[src/rtl/plc_pkg.sv]
package plc_pkg;
    typedef enum logic [1:0] {
        ST_EMPTY = 2'd0,
        ST_PART  = 2'd1,
        ST_FULL  = 2'd2
    } occ_state_t;
endpackage

[src/rtl/plc_cell_history.sv]
module plc_cell_history #(
    parameter int CELL_W = 6,
    parameter int LAT_W  = 6
) (
    input  logic              clk,
    input  logic              rst_n,
    input  logic              tick,
    input  logic [CELL_W-1:0] cur_cell,
    input  logic [LAT_W-1:0]  latency,
    output logic [CELL_W-1:0] sel_cell
);
    localparam int DEPTH = 2 ** LAT_W;

    logic [CELL_W-1:0] hist_q [DEPTH];
    logic [LAT_W-1:0]  ptr_q;
    logic [LAT_W-1:0]  rd_idx;

    always_ff @(posedge clk) begin
        if (!rst_n) begin
            ptr_q <= '0;
            for (int i = 0; i < DEPTH; i++) hist_q[i] <= '0;
        end else if (tick) begin
            hist_q[ptr_q] <= cur_cell;
            ptr_q         <= ptr_q + LAT_W'(1);
        end
    end

    always_comb begin
        rd_idx   = ptr_q - latency;
        sel_cell = (latency == '0) ? cur_cell : hist_q[rd_idx];
    end

    // the history slot just written holds the cell that was current
    assert_hist_record_R3: assert property (@(posedge clk) disable iff (!rst_n)
        tick |=> hist_q[ptr_q - LAT_W'(1)] == $past(cur_cell));
endmodule

[src/rtl/plc_hold_fifo.sv]
module plc_hold_fifo
    import plc_pkg::*;
#(
    parameter int CELL_W = 6,
    parameter int SLOTS  = 4
) (
    input  logic              clk,
    input  logic              rst_n,
    input  logic              push,
    input  logic [CELL_W-1:0] push_cell,
    input  logic              pop,
    output logic              head_valid,
    output logic [CELL_W-1:0] head_cell,
    output logic              full,
    output logic [CELL_W-1:0] slot_cell [SLOTS],
    output logic [SLOTS-1:0]  slot_live
);
    localparam int PTR_W = (SLOTS > 1) ? $clog2(SLOTS) : 1;
    localparam int CNT_W = $clog2(SLOTS + 1);
    localparam logic [PTR_W-1:0] LAST_PTR = PTR_W'(SLOTS - 1);
    localparam logic [CNT_W-1:0] CNT_MAX  = CNT_W'(SLOTS);

    occ_state_t        state_q, state_d;
    logic [CELL_W-1:0] mem_q [SLOTS];
    logic [SLOTS-1:0]  live_q;
    logic [PTR_W-1:0]  rd_q, wr_q;
    logic [CNT_W-1:0]  cnt_q;
    logic              do_push, do_pop;

    function automatic logic [PTR_W-1:0] bump(input logic [PTR_W-1:0] p);
        return (p == LAST_PTR) ? '0 : p + PTR_W'(1);
    endfunction

    assign do_push = push && (state_q != ST_FULL);
    assign do_pop  = pop  && (state_q != ST_EMPTY);

    always_ff @(posedge clk) begin
        if (!rst_n) begin
            live_q <= '0;
            rd_q   <= '0;
            wr_q   <= '0;
            cnt_q  <= '0;
            for (int i = 0; i < SLOTS; i++) mem_q[i] <= '0;
        end else begin
            if (do_push) begin
                mem_q[wr_q]  <= push_cell;
                live_q[wr_q] <= 1'b1;
                wr_q         <= bump(wr_q);
            end
            if (do_pop) begin
                live_q[rd_q] <= 1'b0;
                rd_q         <= bump(rd_q);
            end
            unique case ({do_push, do_pop})
                2'b10:   cnt_q <= cnt_q + CNT_W'(1);
                2'b01:   cnt_q <= cnt_q - CNT_W'(1);
                default: cnt_q <= cnt_q;
            endcase
        end
    end

    // State register
    always_ff @(posedge clk) begin
        if (!rst_n) state_q <= ST_EMPTY;
        else        state_q <= state_d;
    end

    // Next-state logic
    always_comb begin
        state_d = state_q;
        unique case (state_q)
            ST_EMPTY: begin
                if (do_push) state_d = (SLOTS == 1) ? ST_FULL : ST_PART;
            end
            ST_PART: begin
                if (do_push && !do_pop && cnt_q == CNT_MAX - CNT_W'(1))
                    state_d = ST_FULL;
                else if (do_pop && !do_push && cnt_q == CNT_W'(1))
                    state_d = ST_EMPTY;
            end
            ST_FULL: begin
                if (do_pop) state_d = (SLOTS == 1) ? ST_EMPTY : ST_PART;
            end
            default: state_d = ST_EMPTY;
        endcase
    end

    // Outputs
    always_comb begin
        head_valid = (state_q != ST_EMPTY);
        full       = (state_q == ST_FULL);
        head_cell  = mem_q[rd_q];
        slot_live  = live_q;
        for (int i = 0; i < SLOTS; i++) slot_cell[i] = mem_q[i];
    end

    assert_cnt_bound_R7: assert property (@(posedge clk) disable iff (!rst_n)
        cnt_q <= CNT_MAX);
    assert_state_matches_cnt_R5: assert property (@(posedge clk) disable iff (!rst_n)
        (cnt_q == '0) == (state_q == ST_EMPTY));
    assert_pop_shrinks_R6: assert property (@(posedge clk) disable iff (!rst_n)
        (do_pop && !do_push) |=> cnt_q == $past(cnt_q) - CNT_W'(1));
    assert_head_live_R5: assert property (@(posedge clk) disable iff (!rst_n)
        head_valid |-> live_q[rd_q]);
    assert_live_count_R7: assert property (@(posedge clk) disable iff (!rst_n)
        $countones(live_q) == int'(cnt_q));
endmodule

[src/rtl/plc_write_ptr.sv]
module plc_write_ptr #(
    parameter int RING   = 46,
    parameter int CELL_W = 6,
    parameter int SLOTS  = 4
) (
    input  logic              clk,
    input  logic              rst_n,
    input  logic              tick,
    input  logic              order_dn,
    input  logic [CELL_W-1:0] held_cell [SLOTS],
    input  logic [SLOTS-1:0]  held_live,
    input  logic              cap_valid,
    input  logic [CELL_W-1:0] cap_cell,
    output logic [CELL_W-1:0] wr_cell
);
    localparam int NCAND = SLOTS + 2;
    localparam logic [CELL_W-1:0] TOP_CELL = CELL_W'(RING);
    localparam logic [CELL_W-1:0] ONE_CELL = CELL_W'(1);

    logic [CELL_W-1:0] wr_q, nxt;

    function automatic logic [CELL_W-1:0] step_cell(input logic [CELL_W-1:0] c,
                                                    input logic dn);
        if (dn) return (c <= ONE_CELL) ? TOP_CELL : c - ONE_CELL;
        else    return (c >= TOP_CELL) ? ONE_CELL : c + ONE_CELL;
    endfunction

    always_comb begin
        logic [CELL_W-1:0] cand;
        logic              found;
        logic              hit;
        cand  = step_cell(wr_q, order_dn);
        nxt   = cand;
        found = 1'b0;
        for (int k = 0; k < NCAND; k++) begin
            hit = cap_valid && (cap_cell == cand);
            for (int j = 0; j < SLOTS; j++)
                hit = hit | (held_live[j] && (held_cell[j] == cand));
            if (!found && !hit) begin
                nxt   = cand;
                found = 1'b1;
            end
            cand = step_cell(cand, order_dn);
        end
    end

    always_ff @(posedge clk) begin
        if (!rst_n)    wr_q <= ONE_CELL;
        else if (tick) wr_q <= nxt;
    end

    assign wr_cell = wr_q;

    assert_idle_hold_R2: assert property (@(posedge clk) disable iff (!rst_n)
        !tick |=> $stable(wr_q));
    assert_in_ring_R2: assert property (@(posedge clk) disable iff (!rst_n)
        (wr_q >= ONE_CELL) && (wr_q <= TOP_CELL));

    for (genvar g = 0; g < SLOTS; g++) begin : g_skip_chk
        assert_wr_not_held_R4: assert property (@(posedge clk) disable iff (!rst_n)
            held_live[g] |-> held_cell[g] != wr_q);
    end
endmodule

[src/rtl/pipe_cell_ctrl.sv]
module pipe_cell_ctrl #(
    parameter int RING_CELLS = 46,
    parameter int HOLD_SLOTS = 4,
    parameter int LAT_W      = 6,
    parameter int CELL_W     = 6
) (
    input  logic              clk,
    input  logic              rst_n,
    input  logic              acq_tick,
    input  logic              l1a,
    input  logic [LAT_W-1:0]  cfg_latency,
    input  logic              cfg_order_dn,
    input  logic              dig_release,
    output logic [CELL_W-1:0] wr_cell,
    output logic              dig_valid,
    output logic [CELL_W-1:0] dig_cell,
    output logic              ovf_flag
);
    logic [CELL_W-1:0] cur_cell, sel_cell, head_cell;
    logic [CELL_W-1:0] slot_cell [HOLD_SLOTS];
    logic [HOLD_SLOTS-1:0] slot_live;
    logic head_valid, q_full, cap_req, accept, drop, ovf_q;

    assign cap_req = acq_tick && l1a && (sel_cell != '0);
    assign accept  = cap_req && !q_full;
    assign drop    = cap_req && q_full;

    plc_cell_history #(.CELL_W(CELL_W), .LAT_W(LAT_W)) u_hist (
        .clk(clk), .rst_n(rst_n), .tick(acq_tick), .cur_cell(cur_cell),
        .latency(cfg_latency), .sel_cell(sel_cell)
    );

    plc_hold_fifo #(.CELL_W(CELL_W), .SLOTS(HOLD_SLOTS)) u_fifo (
        .clk(clk), .rst_n(rst_n), .push(accept), .push_cell(sel_cell),
        .pop(dig_release), .head_valid(head_valid), .head_cell(head_cell),
        .full(q_full), .slot_cell(slot_cell), .slot_live(slot_live)
    );

    plc_write_ptr #(.RING(RING_CELLS), .CELL_W(CELL_W), .SLOTS(HOLD_SLOTS)) u_wptr (
        .clk(clk), .rst_n(rst_n), .tick(acq_tick), .order_dn(cfg_order_dn),
        .held_cell(slot_cell), .held_live(slot_live), .cap_valid(accept),
        .cap_cell(sel_cell), .wr_cell(cur_cell)
    );

    always_ff @(posedge clk) begin
        if (!rst_n)    ovf_q <= 1'b0;
        else if (drop) ovf_q <= 1'b1;
    end

    assign wr_cell   = cur_cell;
    assign dig_valid = head_valid;
    assign dig_cell  = head_cell;
    assign ovf_flag  = ovf_q;

    assert_ovf_sticky_R7: assert property (@(posedge clk) disable iff (!rst_n)
        ovf_q |=> ovf_q);
    assert_cell_nonzero_R5: assert property (@(posedge clk) disable iff (!rst_n)
        dig_valid |-> dig_cell != '0);
    assert_capture_shows_R5: assert property (@(posedge clk) disable iff (!rst_n)
        accept |=> dig_valid);
    assert_no_tick_no_cap_R3: assert property (@(posedge clk) disable iff (!rst_n)
        (!acq_tick && !dig_release) |=> $stable(dig_valid) && $stable(dig_cell));
endmodule

[config.mk]
export PLATFORM = sky130hd
export DESIGN_NAME = pipe_cell_ctrl
export DESIGN_NICKNAME = d
export VERILOG_FILES = /design/src/rtl/plc_pkg.sv /design/src/rtl/plc_cell_history.sv /design/src/rtl/plc_hold_fifo.sv /design/src/rtl/plc_write_ptr.sv /design/src/rtl/pipe_cell_ctrl.sv
export SDC_FILE = /design/constraint.sdc
export NUM_CORES = 1
export LEC_CHECK = 0
export BUFFER_PORTS_ARGS = -buffer_cell sky130_fd_sc_hd__clkbuf_2
export CAP_MARGIN = 20
export CELL_PAD_IN_SITES_DETAIL_PLACEMENT = 1
export CELL_PAD_IN_SITES_GLOBAL_PLACEMENT = 1
export CORE_MARGIN = 4
export CORE_UTILIZATION = 49
export CTS_BUF_LIST = sky130_fd_sc_hd__clkbuf_8
export DETAILED_ROUTE_END_ITERATION = 8
export PLACE_DENSITY = 0.79
export SETUP_SLACK_MARGIN = 0.1
export SLEW_MARGIN = 20
export SYNTH_ARGS = -nofsm -noshare
export SYNTH_HDL_FRONTEND = slang
export SYNTH_HIERARCHICAL = 1
export SYNTH_SLANG_ARGS = --single-unit
[constraint.sdc]
create_clock -name clk -period 9.8 [get_ports clk]
set_input_delay 1.47 -clock clk [delete_from_list [all_inputs] [get_ports clk]]
set_output_delay 1.47 -clock clk [all_outputs]
set_load 0.005 [all_outputs]
==> metrics.md, run 1 <==
| Metric | Value |
|---|---|
| Area growth from synthesis to layout | 8.88% |
| Final GP Congestion | 0.999 |
| Setup violations, final | 0 |
| Final min period | 9.25 ns |
| Top cells by area, synth | edfxtp_1, and2_1, mux4_2 |
| DRT Wirelength | 82100 um |
| Period utilisation layout | 94.3% |
| DRC viols | 0 |
| # placed instances | 2863 |
| Initial DRC Count | 1877 |
| Final-report hold violation count | 0 |
| Max Clk Rate | 108 MHz |
| Buffers on Ports | 25 |
| CTS HTree Levels | 3 |
| Actual slew at the worst max-slew pin | 1.17 ns |
| Row Count | 84 |
| Setup Total Neg Slack | 0 ns |
| Antenna Nets Post-Route | 0 |
| Final hold slack | 0.453 ns |
| Core Region | 53000 sq um |
| Top Ports | 26 |
| Synth top area share | 46.4% |
| Status | finished clean |
| Root Buffer | clkbuf_8 |
| Total track usage | 28.5% |
| Max-cap violations | 0 |
| Die height | 240 um |
| Synth area leader | edfxtp_1 |
| CP dominant cell by count | buf_4 |
| Element type at the critical path end | flop |
| Post-Syn Area per Cell | 11.7 sq um |
| Fin cells | 2998 |
| Die Wd | 240 um |
| Clock skew | 0.0297 ns |
| Routed wire length per instance | 27.4 um |
| Synth Register Bits | 436 |
| Largest net degree at the start of global routing | 73 |
| Post-synth cell types | 106 |
| Ys Warns | 6 |
| Buf/Inv on CP | 3 |
| Post-synth EDFFs | 408 |
| Die area | 57600 sq um |
| Crit Path Class | input pin to flop |
| Pwr dens | 344 nW/um^2 |
| Syn Nets | 2295 |
| Relative slew slack | 21.9% |
| First-pass GRT wire length | 126000 um |
| Critical Path Max Stage Delay | 0.61 ns |
| VDD IR max | 0.284 mV |
| Syn Inst Count | 2253 |
| CTS tree | built |
| Gr ovfl total | 0 |
| Startpoint Class | input pin |
| Leak | 0.0101 uW |
| Async set or reset register ratio after synthesis | 0% |
| Pwr Total | 9890 uW |
| Max stage delay cell, worst path | a2111oi_0 |
| Routed vias/inst | 6.45 |
| Util after Layout | 54.2% |
| Number of detailed-route iterations in the first pass | 5 |
| Synth Flop Type | edfxtp_1 |
| Vias | 19300 |
| Mapped cell area | 26400 sq um |
| Worst-path fanout max | 18 |
| Initial antenna violation count | 2 |
| CTS sink count | 436 |
| Ratio of cells with drive above 1 in the final layout | 17.8% |
| CTS buffer count | 73 |
| RSZ-0062 raised after global routing | false |
| Worst path top cell family by delay | compound AO/OA/AOI/OAI gates |
| Worst skew pair latency | 0.65 ns |
| Initial Utilization | 49.8% |
| CTS max path bufs | 3 |
| NumNets Final | 2295 |
| Register area share after synthesis | 48.6% |
| Critical Path AT | 9.76 ns |
| Count of pins over their slew limit | 0 |
| Flop-to-flop setup slack | 0.62 ns |
| Worst Path Required | 10.32 ns |
| Hold Path Class | flop to flop |
| Vias in the first global route | 20300 |
| Detailed placer's ending HPWL | 56600 um |
| CTS clock-pin slew for the worst setup and hold paths | 0.07 ns |
## placed cells by master (no fill, tap or decap), types with 14 or more instances in the layout
cell        n
clkbuf_2   24
buf_4      69
a21oi_1    50
nand2b_1   14
and3_1     19
mux4_2    111
and2_1    421
dfxtp_1    22
mux2i_1    40
nand4_1    24
o211ai_1   20
nor2_1    118
nor4_1     15
xor2_1     31
xnor2_1   131
o21ai_0    89
nand2_1    66
a22oi_1    18
a31oi_1    20
inv_1      61
clkinv_1   19
edfxtp_1  408
a211oi_1   22
nand3_1    40
ha_1       25
nor3_1     38
clkbuf_8   74
## through the flow
step / instance area [sq um] / setup WS, ns
detailed placement: 27200 / -0.146
global route: 28700 / 0.0352
CTS: 28600 / 0.334
global placement: 27200 / 0.181
finish: 28700 / 0.554
floorplan: 26500 / 0.105
## synthesized netlist by cell type, types with 7 or more instances
cell / instances
a211oi_1: 25
a21o_1: 10
a21oi_1: 52
a22oi_1: 18
a31oi_1: 20
and2_1: 421
and3_1: 19
buf_1: 11
buf_2: 29
buf_4: 13
buf_6: 10
clkbuf_1: 110
dfxtp_1: 28
edfxtp_1: 408
ha_1: 29
inv_1: 48
mux2_2: 7
mux2i_1: 40
mux4_2: 111
nand2_1: 69
nand2b_1: 14
nand3_1: 42
nand4_1: 24
nor2_1: 120
nor2b_1: 11
nor3_1: 41
nor4_1: 17
o211ai_1: 20
o21a_1: 7
o21ai_0: 92
o21ai_1: 7
o22ai_1: 11
o31a_1: 10
o31ai_1: 8
or2_2: 8
or3_1: 12
or4_1: 7
xnor2_1: 131
xor2_1: 31
## kinds of logic after synthesis
logic type | synth area share [%]
AND/OR/NAND/NOR | 19.0
flip-flops | 48.6
AO/OA/AOI/OAI | 9.92
buffers and inverters | 3.82
XOR/XNOR | 5.65
multiplexers | 11.6
adder cells (fa/ha/maj) | 1.45
## metal layers
| layer | track usage (%) | share of wire [%] |
|---|---|---|
| met2 | 47.6 | 49 |
| met5 | 0 | 0 |
| met4 | 12.1 | 4.1 |
| met1 | 37.6 | 40 |
| met3 | 3.93 | 6.9 |
## cell type report
class | instances | area, sq um
Fill cell | 5482 | 24200
Sequential cell | 436 | 12800
Multi-Input combinational cell | 1591 | 12800
Clock buffer | 74 | 1020
Tap cell | 688 | 861
Timing Repair Buffer | 98 | 706
Clock inverter | 55 | 364
Inverter | 53 | 199
Antenna cell | 3 | 7.51
## registers in the layout, summed over array words and instances, names as in the netlist, named ones only
signal and flops:
u_fifo/rd_q 2, u_hist/hist_q 384, u_fifo/state_q 2, u_fifo/wr_q 2
u_fifo/mem_q 24, u_fifo/slot_live 4, ovf_flag 1, u_fifo/cnt_q 3
u_hist/ptr_q 6, u_wptr/wr_cell 6
## power by group
group          internal, uW  total, uW  switching, uW  leakage (uW)
combinational          2300       6100           3800       0.00507
clock                   816       1580            765      0.000741
sequential             2120       2200           77.6       0.00430
## worst paths after layout
check | startpoint | endpoint | depth (start not counted)
hold reg to reg | ovf_flag | ovf_flag | 2
setup / recovery | cfg_order_dn | u_wptr/wr_cell[5] | 26
hold / removal | ovf_flag | ovf_flag | 2
setup reg to reg | u_wptr/wr_cell[0] | u_wptr/wr_cell[5] | 41
## timing repair
action                                  in CTS  in global routing
endpoints found under the setup margin       0                  6
hold buffers                                 0                  0
endpoints found under the hold margin        0                  0
buffers inserted                             0                  3
resized for setup                            0                 19
## worst register-to-register path, delay by kind of cell (launching register included)
kind	cells	cell delay, ns
buf+inv	5	0.54
xor+xnor	1	0.22
simple gates	10	2.78
fa+ha+maj	5	1.09
compound gates	20	4.15
flops	1	0.33
(Power assumes the default switching activity.)
==> run 2, diff against run 1 <==
ABC_AREA = 1   (was unset)
CORE_MARGIN = 5   (was 4)
CORE_UTILIZATION = 45   (was 49)
clock period = 8.03 ns   (was 9.8 ns; I/O delays follow)
==> run 2 against run 1 <==
Compared with the run above:
- die area up 12%
- largest cell class unchanged
- clock power up 14%
- clock skew up 0.021 ns
- critical endpoint is now u_wptr/wr_cell[1]
- highest routed layer unchanged
- register-to-register slack better by 0.13 ns
==> metrics.md, run 2 <==
| Metric | Value |
|---|---|
| Status | finished clean |
| Setup violations, final | 0 (unchanged) |
| Number of detailed-route iterations in the first pass | 5 (unchanged) |
| Routed vias/inst | 5.70 (-12%) |
| Period utilisation layout | 90.6% |
| Max-cap violations | 0 (unchanged) |
| Most flops, register | u_hist/hist_q |
| VDD IR max | 0.167 mV (-41%) |
| Clock skew | 0.0509 ns (+0.0212 ns) |
| Vias | 24300 (+26%) |
| Antenna Nets Post-Route | 0 (unchanged) |
| Worst Path Required | 8.55 ns (-1.77 ns) |
| Vias in the first global route | 25300 (+25%) |
| CTS clock-pin slew for the worst setup and hold paths | 0.06 ns (about the same) |
| Die Wd | 254 um (+5.7%) |
| Routed wire length per instance | 23.0 um (-16%) |
| Initial Utilization | 45.4% (-4.4 points) |
| CTS Hold Bufs | 0 (unchanged) |
| Worst-path fanout max | 72 (+54) |
| Post-synth cell types | 60 (-43%) |
| Initial DRC Count | 2128 (+13%) |
| NumNets Final | 3489 (+52%) |
| Busiest layer in global routing | met2 |
| Largest net degree at the start of global routing | 104 (+42%) |
| Die area | 64400 sq um (+12%) |
| Pwr dens | 263 nW/um^2 (-24%) |
| Actual slew at the worst max-slew pin | 1.14 ns (-0.0238 ns) |
| Hold Path Class | flop to flop |
| CP dominant cell by count | nand2_1 |
| Count of pins over their slew limit | 0 (unchanged) |
| Flop-to-flop setup slack | 0.75 ns (+0.13 ns) |
| Final min period | 7.28 ns |
| Root Buffer | clkbuf_8 |
| Row Count | 89 (+6.0%) |
| Ys Warns | 6 (unchanged) |
| Max FFs per register | 384 (unchanged) |
| Max stage delay cell, worst path | fa_4 |
| Final-report hold violation count | 0 (unchanged) |
| R2R cell count | 34 (-17%) |
| Die height | 254 um (+5.7%) |
| Register area share after synthesis | 47.9% (-0.63 points) |
| Met2 Use GR | 47.7% (about the same) |
| DRT Wirelength | 98200 um (+20%) |
| RSZ-0062 raised after global routing | false |
| Detailed placer's ending HPWL | 67400 um (+19%) |
| CTS HTree Levels | 3 (unchanged) |
| Final GP Congestion | 0.998 (about the same) |
| CTS tree | built |
| Element type at the critical path end | flop |
| First-pass GRT wire length | 148000 um (+18%) |
| Top Ports | 26 (unchanged) |
| Startpoint Class | flop |
| Commonest non-fill, non-tap cells in the layout | nand2_1, nor2_1, edfxtp_1, nand3_1, inv_1 |
| Initial antenna violation count | 4 (+2) |
| Post-Syn Area per Cell | 7.74 sq um (-34%) |
| Area growth from synthesis to layout | 8.25% |
| Max Clk Rate | 137 MHz |
| Syn Inst Count | 3453 (+53%) |
| Synth Register Bits | 436 (unchanged) |
| Top-count cell post-synth | nand2_1 |
| Hold Crit Depth | 2 (unchanged) |
| Leak | 0.0126 uW (+24%) |
| Most common cell after layout, fill and taps aside | nand2_1 |
| Biggest regs | u_hist/hist_q (384), u_fifo/mem_q (24) |
| Setup Total Neg Slack | 0 ns (unchanged) |
| Relative slew slack | 23.4% (+1.5 points) |
| Synth top area share | 45.8% (-0.60 points) |
| Fillers | 7327 (+34%) |
| Crit Path Class | flop to flop |
| Met3 usage | 7.01% (+3.1 points) |
| Post-synth EDFFs | 408 (unchanged) |
| Top cells by area, synth | edfxtp_1, nand2_1, nor2_1 |
| Syn Nets | 3495 (+52%) |
| Final hold slack | 0.467 ns (+0.0139 ns) |
| Worst skew pair latency | 0.67 ns (+0.02 ns) |
| Buffers on Ports | 25 (unchanged) |
| Ratio of cells with drive above 1 in the final layout | 10.4% (-7.4 points) |
| CTS buffer count | 75 (+2.7%) |
| CTS max path bufs | 3 (unchanged) |
| Gr ovfl total | 0 (unchanged) |
| Mapped cell area | 26700 sq um (+1.3%) |
| Critical Path AT | 7.79 ns (-1.97 ns) |
| Core Region | 58900 sq um (+11%) |
| Pwr Total | 7600 uW (-23%) |
| CTS sink count | 436 (unchanged) |
| Synth area leader | edfxtp_1 |
| Critical Path Max Stage Delay | 0.76 ns (+0.15 ns) |
| Synth Flop Type | edfxtp_1 |
| Total track usage | 30.0% (+1.5 points) |
| Most frequent cells after synthesis | nand2_1, nor2_1, edfxtp_1 |
| Met1 Use GR | 41.6% (+4.0 points) |
| DRC viols | 0 (unchanged) |
| Async set or reset register ratio after synthesis | 0% (unchanged) |
[run 2: worst paths after layout]
check | startpoint | endpoint
setup / recovery | u_hist/ptr_q[0] | u_wptr/wr_cell[1]
hold / removal | ovf_flag | ovf_flag
setup reg to reg | u_hist/ptr_q[0] | u_wptr/wr_cell[1]
hold reg to reg | ovf_flag | ovf_flag
[run 2: through the flow]
| stage | std cells | instance area [sq um] | utilization [%] | worst slack (ns) |
|---|---|---|---|---|
| final | 4269 | 28900 | 49.1 | 0.753 |
| after CTS | 4260 | 28800 | 48.9 | 0.449 |
| after detailed placement | 4137 | 27600 | 46.8 | 0.226 |
| after global routing | 4268 | 28900 | 49.1 | 0.134 |
| after global placement | 4137 | 27600 | 46.8 | 0.458 |
| after floorplan | 3453 | 26700 | - | 0.904 |
[run 2: timing repair]
item                                    in CTS  in global routing
gates resized for setup                      0                 14
endpoints found under the setup margin       0                  6
buffers inserted                             0                  5
hold endpoints to repair                     0                  0
[run 2: cell families after synthesis]
family,after synthesis,share of synthesized area [%]
DFF,436,47.9
and+or+nand+nor,2179,35.6
AOI/OAI and AO/OA,253,5.70
adders and majority gates,30,1.43
xor gates and xnor gates,53,1.76
buffers and inverters,502,7.60
[run 2: metal layers]
metal / share of wire, % / wire length [um]
met1: 44 / 42900
met2: 45 / 44600
met3: 8.2 / 8050
met4: 2.7 / 2650
met5: 0 / 0
[run 2: final cells by class]
type / count / area, sq um / area share, %
timing repair buffer: 86 / 646 / 2.23
inverter: 333 / 1260 / 4.36
clock buffer: 75 / 1030 / 3.57
sequential: 436 / 12800 / 44.3
clock inverter: 48 / 233 / 0.804
multi-input combinational: 2515 / 12000 / 41.4
antenna: 3 / 7.51 / 0.0259
tap: 773 / 967 / 3.34
[run 2: critical path: cells and delay by family, from the launching register on]
| family | cells | cell delay, ns |
|---|---|---|
| AO/OA/AOI/OAI | 9 | 1.77 |
| flip-flops | 1 | 0.69 |
| buffers and inverters | 6 | 1.26 |
| adder cells (fa/ha/maj) | 2 | 1.01 |
| AND/OR/NAND/NOR | 17 | 2.35 |
[run 2: where the power goes]
part	leakage (uW)	total, uW	internal [uW]	switching [uW]
combinational	0.00738	3160	855	2300
sequential	0.00444	2650	2570	81.4
clock	0.000734	1800	874	923
==> run 3, diff against run 2 <==
RECOVER_POWER = 50   (was unset)
==> run 3 against run 2 <==
Compared with the run above:
- the run now ends with capacitance limit, slew limit left
- via count barely moved
- sequential share of layout area rose by 0.21 points
- total power barely moved
- worst setup slack got worse by 0.034 ns
- final area fell by 0.47%
- wire length rose by 0.17%
- die area did not move
- largest power group unchanged
==> metrics.md, run 3 (synthesized netlist as in run 2, its figures left out) <==
| Metric | Value |
|---|---|
| FF+latch area | 12800 sq um (unchanged) |
| Gr ovfl total | 0 (unchanged) |
| CP dominant cell by count | nand2_1 |
| CTS max path bufs | 3 (unchanged) |
| Worst skew pair latency | 0.68 ns (about the same) |
| Worst-path fanout max | 11 (-85%) |
| Most flops, register | u_hist/hist_q |
| Antenna Nets Post-Route | 0 (unchanged) |
| Max-cap violations | 3 (+3) |
| Die Wd | 254 um (unchanged) |
| Routed wire length per instance | 23.1 um (+0.17%) |
| Final instance area | 28800 sq um (-0.47%) |
| CTS sink count | 436 (unchanged) |
| Hold Path Class | flop to flop |
| Period utilisation layout | 91.0% (+0.43 points) |
| Reg2reg start | u_wptr/wr_cell[1] |
| NumNets Final | 3489 (unchanged) |
| CTS buffer count | 75 (unchanged) |
| Violated checks | capacitance limit, slew limit |
| Final-report hold violation count | 0 (unchanged) |
| Top Ports | 26 (unchanged) |
| Initial Utilization | 45.4% (unchanged) |
| Element type at the critical path end | flop |
| Fillers | 7336 (+0.12%) |
| Setup crit end | u_wptr/wr_cell[5] |
| Detailed placer's ending HPWL | 67400 um (unchanged) |
| Flop-to-flop setup slack | 0.72 ns (-0.03 ns) |
| Largest net degree at the start of global routing | 104 (unchanged) |
| Initial DRC Count | 2056 (-3.4%) |
| Vias | 24300 (-0.045%) |
| Buffers on Ports | 25 (unchanged) |
| Setup violations, final | 0 (unchanged) |
| DRT Wirelength | 98400 um (+0.17%) |
| Pwr Total | 7600 uW (about the same) |
| CTS HTree Levels | 3 (unchanged) |
| Status | finished with violations |
| Max stage delay cell, worst path | dfxtp_2 |
| Startpoint Class | flop |
| Die height | 254 um (unchanged) |
| Worst Path Required | 8.57 ns (+0.02 ns) |
| Total track usage | 30.0% (unchanged) |
| # placed instances | 4137 (unchanged) |
| Critical Path AT | 7.86 ns (+0.07 ns) |
| Final min period | 7.31 ns (+0.0343 ns) |
| CTS clock-pin slew for the worst setup and hold paths | 0.06 ns (about the same) |
| Pwr dens | 264 nW/um^2 (+0.46%) |
| DRC viols | 0 (unchanged) |
| CTS Hold Bufs | 0 (unchanged) |
| Max Clk Rate | 137 MHz (-0.47%) |
| Ratio of cells with drive above 1 in the final layout | 9.82% (-0.54 points) |
| Leak | 0.0125 uW (-0.40%) |
| Crit Path Class | flop to flop |
| Row Count | 89 (unchanged) |
| Hold Crit Depth | 2 (unchanged) |
| CTS tree | built |
| Biggest regs | u_hist/hist_q (384), u_fifo/mem_q (24) |
| Area of the multi-input gates | 11900 sq um (-0.79%) |
| Routed vias/inst | 5.70 (about the same) |
| Number of detailed-route iterations in the first pass | 7 (+2) |
| Initial antenna violation count | 4 (unchanged) |
| Final GP Congestion | 0.998 (unchanged) |
| Worst setup margin | 0.719 ns (-0.0343 ns) |
| Dpl cell area | 27600 sq um (unchanged) |
| Actual slew at the worst max-slew pin | 2.95 ns (+1.81 ns) |
| First-pass GRT wire length | 148000 um (unchanged) |
| Area growth from synthesis to layout | 7.75% |
| Clock skew | 0.0512 ns (+0.000311 ns) |
| Root Buffer | clkbuf_8 |
| Most common cell after layout, fill and taps aside | nand2_1 |
| Origin of the worst setup path | u_wptr/wr_cell[1] |
| Commonest non-fill, non-tap cells in the layout | nand2_1, nor2_1, edfxtp_1, nand3_1, inv_1 |
| Max FFs per register | 384 (unchanged) |
| Setup Total Neg Slack | 0 ns (unchanged) |
| Post-Place Setup Slack | 0.226 ns (unchanged) |
| RR Endpoint | u_wptr/wr_cell[5] |
| Vias in the first global route | 25300 (unchanged) |
| R2R cell count | 57 (+68%) |
| RSZ-0062 raised after global routing | false |
| Critical Path Max Stage Delay | 0.40 ns (-0.36 ns) |
| Fin cells | 4269 (unchanged) |
| Core Region | 58900 sq um (unchanged) |
| Count of pins over their slew limit | 99 (+99) |
| VDD IR max | 0.167 mV (-0.21%) |
| Die area | 64400 sq um (unchanged) |
| Relative slew slack | -96.8% (-120 points) |
## run 3: cell count changes in the layout (fill, tap and decap cells not counted), sizes merged
cell,change
clkbuf,+7
buf,-7
## run 3: through the flow
step                      hold slack, ns  util, %
after floorplan                    0.454        -
after global placement             0.455     46.8
after detailed placement           0.461     46.8
after CTS                          0.470     48.9
after global routing               0.478     48.9
final                              0.467     48.9
## run 3: worst max-delay path, delay by kind of cell, from the launching register on
family,cells,cell delay [ns]
adder cells (fa/ha/maj),6,1.21
buffers and inverters,9,0.90
flip-flops,1,0.40
AND/OR/NAND/NOR,41,4.49
AO/OA/AOI/OAI,1,0.17
## run 3: final cells by class
type	instances	share of cell area, %
clock inverter	48	0.808
clock buffer	75	3.58
tap	773	3.36
sequential	436	44.5
multi-input combinational	2515	41.2
timing repair buffer	86	2.10
antenna	3	0.0261
inverter	333	4.38
## run 3: per-layer routing
layer	track usage, %	wire length, um	share of wire, %	vias to the layer above
li1	-	-	-	11200
met5	0	0	0	-
met2	47.7	44700	45	896
met3	7.01	8190	8.3	169
met1	41.6	43100	44	12100
met4	8.39	2480	2.5	0
## run 3: how the worst min path moves through the flow
stage                         from       end  slack, ns
final                     ovf_flag  ovf_flag       0.47
after global routing      ovf_flag  ovf_flag       0.48
after CTS                 ovf_flag  ovf_flag       0.47
after detailed placement  ovf_flag  ovf_flag       0.46
after global placement    ovf_flag  ovf_flag       0.46
after floorplan           ovf_flag  ovf_flag       0.45
## run 3: report_power, final
| group | switching, uW | internal (uW) | total [uW] |
|---|---|---|---|
| Combinational | 2300 | 854 | 3160 |
| Sequential | 80.1 | 2570 | 2650 |
| Clock | 920 | 873 | 1790 |
| Total | 3310 | 4300 | 7600 |
## run 3: what timing repair did
| action | 4_1_cts | 5_1_grt |
|---|---|---|
| endpoints found under the setup margin | 0 | 6 |
| resized for setup | 0 | 14 |
| endpoints found under the hold margin | 0 | 0 |
| buffers inserted | 0 | 5 |
